File: config.mk
export PLATFORM = sky130hd
export DESIGN_NAME = dramUpkeepSched
export DESIGN_NICKNAME = d
export VERILOG_FILES = /design/src/rtl/memInitPkg.sv /design/src/rtl/memInitDatapath.sv /design/src/rtl/memInitCtrl.sv /design/src/rtl/dramUpkeepSched.sv
export SDC_FILE = /design/constraint.sdc
export NUM_CORES = 1
export LEC_CHECK = 0
export BUFFER_PORTS_ARGS = -buffer_cell sky130_fd_sc_hd__buf_2
export CORE_ASPECT_RATIO = 0.7
export CORE_MARGIN = 4
export CORE_UTILIZATION = 59
export CTS_BUF_LIST = sky130_fd_sc_hd__clkbuf_4
export DETAILED_ROUTE_END_ITERATION = 10
export PLACE_DENSITY = 0.78
export SYNTH_ARGS = -nofsm -noshare
export SYNTH_HDL_FRONTEND = slang
export SYNTH_SLANG_ARGS = --single-unit
File: constraint.sdc
create_clock -name clk -period 2.3 [get_ports clk]
set_clock_uncertainty 0.15 [all_clocks]
set_input_delay 0.115 -clock clk [delete_from_list [all_inputs] [get_ports clk]]
set_output_delay 0.115 -clock clk [all_outputs]
set_load 0.005 [all_outputs]
File: src/rtl/memInitPkg.sv
package memInitPkg;

  localparam int MODE_W = 12;

  typedef enum logic [1:0] {
    KIND_PRECHARGE = 2'd0,
    KIND_REFRESH   = 2'd1,
    KIND_MODELOAD  = 2'd2
  } reqKind_e;

  typedef enum logic [2:0] {
    ST_WAITEN,
    ST_PWRUP,
    ST_PRE,
    ST_REF1,
    ST_REF2,
    ST_MRS,
    ST_RUN
  } upkeepState_e;

  // Strobes from control to datapath
  typedef struct packed {
    logic puRun;
    logic refRun;
  } ctrlStrobe_t;

  function automatic logic [MODE_W-1:0] buildModeWord(int casLat, int burstLen,
                                                      bit interleave, bit singleWrite);
    logic [MODE_W-1:0] w;
    w = '0;
    case (burstLen)
      1:       w[2:0] = 3'b000;
      2:       w[2:0] = 3'b001;
      4:       w[2:0] = 3'b010;
      8:       w[2:0] = 3'b011;
      default: w[2:0] = 3'b111;  // full page
    endcase
    w[3]   = interleave;
    w[6:4] = 3'(casLat);
    w[9]   = singleWrite;
    return w;
  endfunction

endpackage

File: src/rtl/memInitDatapath.sv
module memInitDatapath
  import memInitPkg::*;
#(
  parameter int SYNC_STAGES = 2,
  parameter int PU_CYCLES   = 10000,
  parameter int REF_PERIOD  = 1560,
  parameter int REF_W       = 12
) (
  input  logic        clk,
  input  logic        rstN,
  input  logic        enableAsync,
  input  ctrlStrobe_t strobe,
  output logic        enSync,
  output logic        puDone,
  output logic        refTick
);

  localparam int PU_W = $clog2(PU_CYCLES + 1);

  // Enable synchronizer chain
  logic [SYNC_STAGES-1:0] syncQ;

  generate
    for (genvar s = 0; s < SYNC_STAGES; s++) begin : g_sync
      always_ff @(posedge clk or negedge rstN) begin
        if (!rstN) syncQ[s] <= 1'b0;
        else if (s == 0) syncQ[s] <= enableAsync;
        else syncQ[s] <= syncQ[(s == 0) ? 0 : s-1];
      end
    end
  endgenerate

  assign enSync = syncQ[SYNC_STAGES-1];

  // Power-up delay counter
  logic [PU_W-1:0] puCnt;

  always_ff @(posedge clk or negedge rstN) begin
    if (!rstN)              puCnt <= '0;
    else if (!strobe.puRun) puCnt <= '0;
    else                    puCnt <= puCnt + 1'b1;
  end

  assign puDone = strobe.puRun && (puCnt == PU_W'(PU_CYCLES - 1));

  // Refresh interval counter, reloads on every expiry
  logic [REF_W-1:0] refCnt;

  assign refTick = strobe.refRun && (refCnt == REF_W'(REF_PERIOD - 1));

  always_ff @(posedge clk or negedge rstN) begin
    if (!rstN)               refCnt <= '0;
    else if (!strobe.refRun) refCnt <= '0;
    else if (refTick)        refCnt <= '0;
    else                     refCnt <= refCnt + 1'b1;
  end

endmodule

File: src/rtl/memInitCtrl.sv
module memInitCtrl
  import memInitPkg::*;
(
  input  logic        clk,
  input  logic        rstN,
  input  logic        enSync,
  input  logic        puDone,
  input  logic        refTick,
  input  logic        reqAck,
  output ctrlStrobe_t strobe,
  output logic        reqValid,
  output logic [1:0]  reqKind,
  output logic        initDone
);

  upkeepState_e state, stateNxt;
  logic         refPend, refPendNxt;

  always_comb begin
    stateNxt = state;
    case (state)
      ST_WAITEN: if (enSync) stateNxt = ST_PWRUP;
      ST_PWRUP:  if (puDone) stateNxt = ST_PRE;
      ST_PRE:    if (reqAck) stateNxt = ST_REF1;
      ST_REF1:   if (reqAck) stateNxt = ST_REF2;
      ST_REF2:   if (reqAck) stateNxt = ST_MRS;
      ST_MRS:    if (reqAck) stateNxt = ST_RUN;
      default:   stateNxt = ST_RUN;
    endcase
  end

  // A new expiry wins over an acknowledge in the same cycle
  always_comb begin
    if (state != ST_RUN) refPendNxt = 1'b0;
    else                 refPendNxt = refTick | (refPend & ~reqAck);
  end

  always_ff @(posedge clk or negedge rstN) begin
    if (!rstN) begin
      state   <= ST_WAITEN;
      refPend <= 1'b0;
    end else begin
      state   <= stateNxt;
      refPend <= refPendNxt;
    end
  end

  always_comb begin
    reqValid = 1'b0;
    reqKind  = KIND_REFRESH;
    case (state)
      ST_PRE:  begin reqValid = 1'b1; reqKind = KIND_PRECHARGE; end
      ST_REF1: begin reqValid = 1'b1; reqKind = KIND_REFRESH;   end
      ST_REF2: begin reqValid = 1'b1; reqKind = KIND_REFRESH;   end
      ST_MRS:  begin reqValid = 1'b1; reqKind = KIND_MODELOAD;  end
      ST_RUN:  begin reqValid = refPend; reqKind = KIND_REFRESH; end
      default: ;
    endcase
  end

  assign initDone      = (state == ST_RUN);
  assign strobe.puRun  = (state == ST_PWRUP);
  assign strobe.refRun = (state == ST_RUN);

endmodule

File: src/rtl/dramUpkeepSched.sv
module dramUpkeepSched
  import memInitPkg::*;
#(
  parameter int POWERUP_CYCLES   = 10000,
  parameter int REFRESH_PERIOD   = 1560,
  parameter int REFRESH_W        = 12,
  parameter int CAS_LATENCY      = 3,
  parameter int BURST_LEN        = 8,
  parameter bit BURST_INTERLEAVE = 1'b0,
  parameter bit WRITE_SINGLE     = 1'b0
) (
  input  logic              clk,
  input  logic              rstN,
  input  logic              enableAsync,
  input  logic              reqAck,
  output logic              reqValid,
  output logic [1:0]        reqKind,
  output logic [MODE_W-1:0] modeWord,
  output logic              initDone
);

  localparam logic [MODE_W-1:0] MODE_VALUE =
    buildModeWord(CAS_LATENCY, BURST_LEN, BURST_INTERLEAVE, WRITE_SINGLE);

  ctrlStrobe_t strobe;
  logic        enSync, puDone, refTick;

  memInitDatapath #(
    .SYNC_STAGES(2),
    .PU_CYCLES  (POWERUP_CYCLES),
    .REF_PERIOD (REFRESH_PERIOD),
    .REF_W      (REFRESH_W)
  ) u_dp (
    .clk        (clk),
    .rstN       (rstN),
    .enableAsync(enableAsync),
    .strobe     (strobe),
    .enSync     (enSync),
    .puDone     (puDone),
    .refTick    (refTick)
  );

  memInitCtrl u_ctrl (
    .clk     (clk),
    .rstN    (rstN),
    .enSync  (enSync),
    .puDone  (puDone),
    .refTick (refTick),
    .reqAck  (reqAck),
    .strobe  (strobe),
    .reqValid(reqValid),
    .reqKind (reqKind),
    .initDone(initDone)
  );

  assign modeWord = MODE_VALUE;

endmodule

==> reports/qor.csv, run 1 <==
stage,metric,value,unit
drt,vias_per_cell,5.26,
timing,final_min_period_over_clock_period,86.5,%
timing,hold_viol_final,0,
drt,first_iter_violations,98,
synthesis,synth-edff-count,0,
power_and_ir_drop,clock_power_share,26.3,%
synthesis,synth_top_cell_area_share,49.3,%
finish,fillers,215,
setup_path,start_kind,register,
place,gpl.final_weighted_congestion,0.874,
drt,drtPass1Iterations,4,
drt,antenna_violating_nets_post_route,0,
place,placement.io_buffers,7,
timing,fmax,503,MHz
power_and_ir_drop,power_report.internal_total,0.850,mW
die,placement_rows,15,
synthesis,synth_area_leader_cell,sky130_fd_sc_hd__dfrtp_1,
drt,route.detailed.wl_per_inst,13.1,microns
synthesis,mapped_avg_cell_area,9.45,sq um
min_path,worst_hold_path_type,input port to asynchronous set/reset pin,
finish,area.growth.synth_to_final,5.23,%
power_and_ir_drop,power_leakage,0.702,nW
die,dieHeight,51.9,microns
power_and_ir_drop,p_switching,0.405,mW
drt,residual_drc_count,0,
power_and_ir_drop,p_comb_share,20.8,%
synthesis,synthFlopType,sky130_fd_sc_hd__dfrtp_1,
setup_path,critPathKind,register to register,
die,die-area,3670,sq um
timing,max_slew_margin,53.8,%
power_and_ir_drop,finalPower,1.25,mW
timing,timing_max_transition_violations_final,0,
timing,timing.setup.tns,0,ns
grt,global_route_track_usage_on_met2,25.2,%
power_and_ir_drop,irDropWorstVdd,0.435,mV
synthesis,ys_seq_elements,32,
cts,tritoncts,done,
setup_path,worst-endpoint-arrival,2.05,ns
grt,grt_first_pass_wirelength,5220,microns
grt,grt.met1_usage,28.1,%
setup_path,worst-path-max-fanout,10,
synthesis,synth-seq-area-share,49.3,%
grt,globalRoute.busiestLayer,met1,
synthesis,synth_top_area_cells,"sky130_fd_sc_hd__dfrtp_1 (49%), sky130_fd_sc_hd__xnor2_1 (9.2%), sky130_fd_sc_hd__nor2_1 (6.7%)",
cts,postCtsSetupRepairBufs,0,
drt,final_routed_wirelength_across_all_metal_layers,2850,microns
finish,antenna_cells,0,
power_and_ir_drop,swShare,32.3,%
die,coreArea,2550,sq um
synthesis,synth_async_sr_flop_share,100,%
synthesis,synthesis.area,1630,sq um
cts,clkLatencyLatePin,0.34,ns
cts,cts_root_buf,sky130_fd_sc_hd__clkbuf_4,
place,dp_hpwl,1970,microns
grt,pin_count_of_the_biggest_net_entering_global_routing,33,
timing,rsz0062_at_grt,no,
power_and_ir_drop,seq_power_share,52.9,%
cts,clk_transition_reported_paths,0.10,ns
grt,global_route.usage.met3,4.83,%
setup_path,worstSetupEndpointType,register,
setup_path,cp.required,2.36,ns
finish,layout-drive-gt1-share,9.29,%
die,start_util,63.7,%
drt,detailroute.via_count,1142,
timing,final_period_minus_worst_setup_slack,1.99,ns
synthesis,synth_top_cells_by_count,"sky130_fd_sc_hd__dfrtp_1 (32), sky130_fd_sc_hd__nor2_1 (29), sky130_fd_sc_hd__xnor2_1 (17)",
synthesis,synthCells,172,
grt,number_of_antenna_violations_at_the_first_check_in_global_routing,0,
cts,clock_tree.buffer_depth,2,
finish,fin_nets,188,
die,die_width,70.7,microns
timing,tightest_slew,0.693,ns
cts,clock-sinks,32,
synthesis,yosysMostFrequentCell,sky130_fd_sc_hd__dfrtp_1,
grt,grt.total_usage,18.8,%
cts,htree_num_levels,2,
outcome,result_of_the_run,"finished, final reports clean",
die,io_pins,20,
cts,cts_inserted_buffers,5,
timing,setup_viol,0,
power_and_ir_drop,power.density_cell_area,734,nW/um^2
synthesis,yosysWarningCount,0,
grt,first_global_vias,1122,
synthesis,yosys.cell_types.count,30,
job,drv.max_cap_violation_count,0,
grt,globalRoute.totalOverflow,0,
==> cells in the final DEF, fill, tap and decap left out, drive strengths merged <==
cell	synthesis	routed
a21oi	5	5
nand2b	1	1
a21boi	1	1
inv	8	8
and3	1	1
nor4bb	1	1
nor3	7	7
a31oi	1	1
a31o	1	1
nand4b	1	1
o21ai	5	5
nor3b	2	2
and4bb	1	1
ha	2	2
dlygate4sd3	0	3
nand2	9	9
o22ai	1	1
or4	2	2
buf	13	7
xor2	4	4
xnor2	17	17
nand3	10	10
nor2	29	29
nand4	4	4
dfrtp	32	32
nor4	5	5
or3	3	3
conb	2	12
clkinv	0	1
clkbuf	4	7
==> final timing paths <==
kind | start | cells after the start | endpoint | slack [ns]
max | u_dp.refCnt[8] | 4 | u_dp.refCnt[9] | 0.31
max reg2reg | u_dp.refCnt[8] | 4 | u_dp.refCnt[9] | 0.31
min reg2reg | u_dp.syncQ[0] | 0 | u_dp.enSync | 0.22
max in group asynchronous | rstN | 2 | u_dp.refCnt[6] | 1.35
min | rstN | 2 | u_dp.puCnt[7] | 0.20
min in group clk | u_dp.syncQ[0] | 0 | u_dp.enSync | 0.22
==> through the flow <==
stage | setup WS (ns) | util [%] | instance area (sq um) | hold WS, ns | instances
final | 0.311 | 67.0 | 1710 | 0.199 | 217
after global routing | 0.181 | 67.0 | 1710 | 0.231 | 217
after CTS | 0.295 | 67.0 | 1710 | 0.218 | 217
after detailed placement | 0.353 | 63.6 | 1620 | 0.0520 | 206
after global placement | 0.394 | 63.6 | 1620 | 0.0402 | 206
after floorplan | 0.559 | - | 1660 | -0.331 | 182
==> state kept, by name (all words and copies together) (netlist names) <==
signal and cells:
u_dp.refCnt 12, u_dp.enSync 1, u_dp.puCnt 14, u_dp.syncQ 1, u_ctrl.state 3, u_ctrl.refPend 1
==> power by group through the flow <==
| stage | clock, mW | sequential [mW] | combinational, mW |
|---|---|---|---|
| 2_1_floorplan | 0 | 0.627 | 0.254 |
| 3_3_place_gp | 0 | 0.671 | 0.248 |
| 4_1_cts | 0.335 | 0.664 | 0.263 |
| 5_1_grt | 0.369 | 0.676 | 0.295 |
| 6_report | 0.330 | 0.664 | 0.261 |
| 3_5_place_dp | 0 | 0.675 | 0.255 |
==> routing by layer <==
layer  wire length [microns]  share of wire [%]
met2                    1130                 40
met3                     193                6.8
met1                    1470                 52
met4                      54                1.9
met5                       0                  0
==> cell type report <==
cell class,count,area [sq um],share of cell area (%)
sequential,32,801,46.8
multi-input combinational,125,716,41.8
timing repair buffer,10,65.1,3.80
clock buffer,7,52.6,3.07
tap,34,42.5,2.49
inverter,8,30.0,1.76
clock inverter,1,3.75,0.219
==> kinds of logic after synthesis <==
| kind of cell | count (synthesis) | synth area share, % |
|---|---|---|
| compound gates | 14 | 4.85 |
| buf+inv | 25 | 9.01 |
| flops | 32 | 49.3 |
| fa+ha+maj | 2 | 1.54 |
| simple gates | 76 | 23.6 |
| xor+xnor | 21 | 11.3 |
| other cells | 2 | 0.462 |
==> critical path, cell delays in order (launching register included) <==
cell	delay, ns
sky130_fd_sc_hd__dfrtp_1	0.41
sky130_fd_sc_hd__or4_1	0.54
sky130_fd_sc_hd__nor4_2	0.28
sky130_fd_sc_hd__nand2b_1	0.37
sky130_fd_sc_hd__nor2_1	0.11
==> repair_timing <==
action                     in CTS  in global routing
setup endpoints to repair       0                  0
hold endpoints to repair       37                  0
gates resized for setup         0                  0
hold buffers                    3                  0
(Power assumes the default switching activity.)
==> run 2, diff against run 1 <==
--- a/config.mk
+++ b/config.mk
@@ -11,7 +11,7 @@
 export CORE_UTILIZATION = 59
 export CTS_BUF_LIST = sky130_fd_sc_hd__clkbuf_4
 export DETAILED_ROUTE_END_ITERATION = 10
-export PLACE_DENSITY = 0.78
+export PLACE_DENSITY = 0.81
 export SYNTH_ARGS = -nofsm -noshare
 export SYNTH_HDL_FRONTEND = slang
 export SYNTH_SLANG_ARGS = --single-unit
==> run 2 against run 1 <==
Combinational power hardly changed; utilization fell by 0.25 points; sequential cell count stayed put; critical path type unchanged; critical endpoint is now u_dp.refCnt[11].
==> reports/qor.csv, run 2 (synthesis results as in run 1) <==
stage,metric,value,unit,change
outcome,result_of_the_run,"finished, final reports clean",,unchanged
drt,route.detailed.wl_per_inst,14.2,microns,was 13.1 microns
job,drv.max_cap_violation_count,0,,unchanged
setup_path,critPathKind,register to register,,unchanged
die,coreArea,2550,sq um,unchanged
finish,antenna_cells,0,,unchanged
drt,residual_drc_count,0,,unchanged
timing,final_period_minus_worst_setup_slack,2.06,ns,was 1.99 ns
setup_path,worst_path_dominant_cell_family,simple AND/OR/NAND/NOR gates,,unchanged
cts,postCtsSetupRepairBufs,0,,unchanged
cts,htree_num_levels,2,,unchanged
place,dp.cells,206,,unchanged
cts,clkLatencyLatePin,0.34,ns,about the same
cts,tritoncts,done,,unchanged
grt,pin_count_of_the_biggest_net_entering_global_routing,33,,unchanged
timing,final_min_period_over_clock_period,89.6,%,was 86.5%
timing,hold_viol_final,0,,unchanged
timing,tightest_slew,0.687,ns,was 0.693 ns
finish,fin_cells,216,,was 217
grt,globalRoute.totalOverflow,0,,unchanged
grt,first_global_vias,1088,,was 1122
setup_path,startpoint,u_dp.refCnt[8],,unchanged
place,dp_hpwl,2220,microns,was 1970 microns
cts,clk_transition_reported_paths,0.10,ns,about the same
timing,timing_max_transition_violations_final,0,,unchanged
drt,first_iter_violations,129,,was 98
die,start_util,63.7,%,unchanged
die,io_pins,20,,unchanged
timing,max_slew_margin,54.2,%,was 53.8%
setup_path,cp_cell_sequence,"or4_1, nor4_2, nand2b_1, nor2_1",,unchanged
setup_path,r2r_cells,4,,unchanged
power_and_ir_drop,irDropWorstVdd,0.366,mV,was 0.435 mV
finish,largest_reg_flops,14,,unchanged
power_and_ir_drop,finalPower,1.25,mW,about the same
grt,grt_first_pass_wirelength,5090,microns,was 5220 microns
grt,grt.total_usage,18.6,%,was 18.8%
timing,timing.setup.tns,0,ns,unchanged
power_and_ir_drop,power.density_cell_area,731,nW/um^2,was 734 nW/um^2
place,placement.io_buffers,7,,unchanged
power_and_ir_drop,power_leakage,0.700,nW,was 0.702 nW
die,die_width,70.7,microns,unchanged
finish,multiInputGateArea,716,sq um,unchanged
cts,ctsResizeCount,0,,unchanged
cts,holdBufCountCts,3,,unchanged
finish,area.growth.synth_to_final,4.85,%,was 5.23%
die,dieHeight,51.9,microns,unchanged
setup_path,critical-path-max-stage-delay,0.54,ns,about the same
drt,detailroute.via_count,1192,,was 1142
finish,layout.area.seq,801,sq um,unchanged
finish,layout_commonest_cell,sky130_fd_sc_hd__dfrtp_1,,unchanged
timing,fmax,485,MHz,was 503 MHz
grt,number_of_antenna_violations_at_the_first_check_in_global_routing,0,,unchanged
cts,clock_tree.buffer_depth,2,,unchanged
timing,setup_viol,0,,unchanged
setup_path,worstSetupEndpointType,register,,unchanged
finish,most-common-layout-cells,"sky130_fd_sc_hd__dfrtp_1 (32), sky130_fd_sc_hd__nor2_1 (29), sky130_fd_sc_hd__xnor2_1 (17), sky130_fd_sc_hd__conb_1 (12), sky130_fd_sc_hd__nand3_1 (10)",,unchanged
setup_path,path_buf_inv,0,,unchanged
die,placement_rows,15,,unchanged
finish,fillers,205,,was 215
timing,rsz0062_at_grt,no,,unchanged
drt,vias_per_cell,5.52,,was 5.26
finish,largest_register,u_dp.puCnt,,unchanged
place,gpl.final_weighted_congestion,0.848,,was 0.874
setup_path,cp.required,2.36,ns,about the same
timing,setup_ws,0.240,ns,was 0.311 ns
min_path,worst_hold_path_type,input port to asynchronous set/reset pin,,unchanged
setup_path,worst_r2r_endpoint,u_dp.refCnt[11],,was u_dp.refCnt[9]
cts,cts_inserted_buffers,5,,unchanged
die,die-area,3670,sq um,unchanged
finish,layout-drive-gt1-share,9.34,%,was 9.29%
setup_path,worstReg2RegStart,u_dp.refCnt[8],,unchanged
cts,clock-sinks,32,,unchanged
setup_path,start_kind,register,,unchanged
drt,antenna_violating_nets_post_route,0,,unchanged
cts,cts_root_buf,sky130_fd_sc_hd__clkbuf_4,,unchanged
drt,drtPass1Iterations,4,,unchanged
setup_path,worst-path-max-fanout,10,,unchanged
setup_path,r2r_slack,0.24,ns,was 0.31 ns
drt,final_routed_wirelength_across_all_metal_layers,3060,microns,was 2850 microns
place,place_ws,0.277,ns,was 0.353 ns
finish,largest_registers,"u_dp.puCnt: 14 flops, u_dp.refCnt: 12 flops, u_ctrl.state: 3 flops",,unchanged
setup_path,critical-path-slowest-cell,sky130_fd_sc_hd__or4_1,,unchanged
setup_path,worst-endpoint-arrival,2.12,ns,was 2.05 ns
finish,fin_nets,188,,unchanged
run 2: changes by cell type in the layout (fill, tap and decap cells not counted):
cell                       delta
sky130_fd_sc_hd__clkbuf_4     -1
sky130_fd_sc_hd__clkinv_1     -1
sky130_fd_sc_hd__clkinv_2     +1
run 2: layout make-up:
| type | instances | share of cell area [%] |
|---|---|---|
| clock buffers | 6 | 2.64 |
| clock inverters | 1 | 0.294 |
| inverters | 8 | 1.76 |
| multi-input cells | 125 | 42.0 |
| flip-flops and latches | 32 | 47.0 |
| well taps | 34 | 2.50 |
| repair buffers | 10 | 3.82 |
run 2: worst reg2reg max path: cells and delay by family, from the launching register on:
family	cells	cell delay (ns)
flops	1	0.43
simple gates	4	1.35
run 2: report_power, final:
group | leakage (nW) | internal (mW) | switching, mW
combinational | 0.235 | 0.106 | 0.157
clock | 0.0315 | 0.124 | 0.187
sequential | 0.433 | 0.603 | 0.0679
run 2: how the worst max path moves through the flow:
stage | to | cells past startpoint
after floorplan | u_dp.refCnt[10] | 5
after global routing | u_dp.refCnt[11] | 4
final | u_dp.refCnt[11] | 4
after global placement | u_dp.refCnt[10] | 4
after CTS | u_dp.refCnt[11] | 4
after detailed placement | u_dp.refCnt[11] | 4
run 2: metrics by stage:
stage	utilization (%)	area (sq um)	hold slack, ns
after global routing	66.8	1700	0.235
after detailed placement	63.6	1620	0.0455
after CTS	66.8	1700	0.209
after floorplan	-	1660	-0.331
after global placement	63.6	1620	0.0356
final	66.8	1700	0.193
run 2: layer usage:
metal / vias to the layer above / GRT usage, % / part of all wire, %
met1: 552 / 26.0 / 45
met5: - / 0 / 0
li1: 571 / - / -
met2: 62 / 25.5 / 43
met4: 0 / 10.0 / 1.9
met3: 7 / 5.79 / 9.5
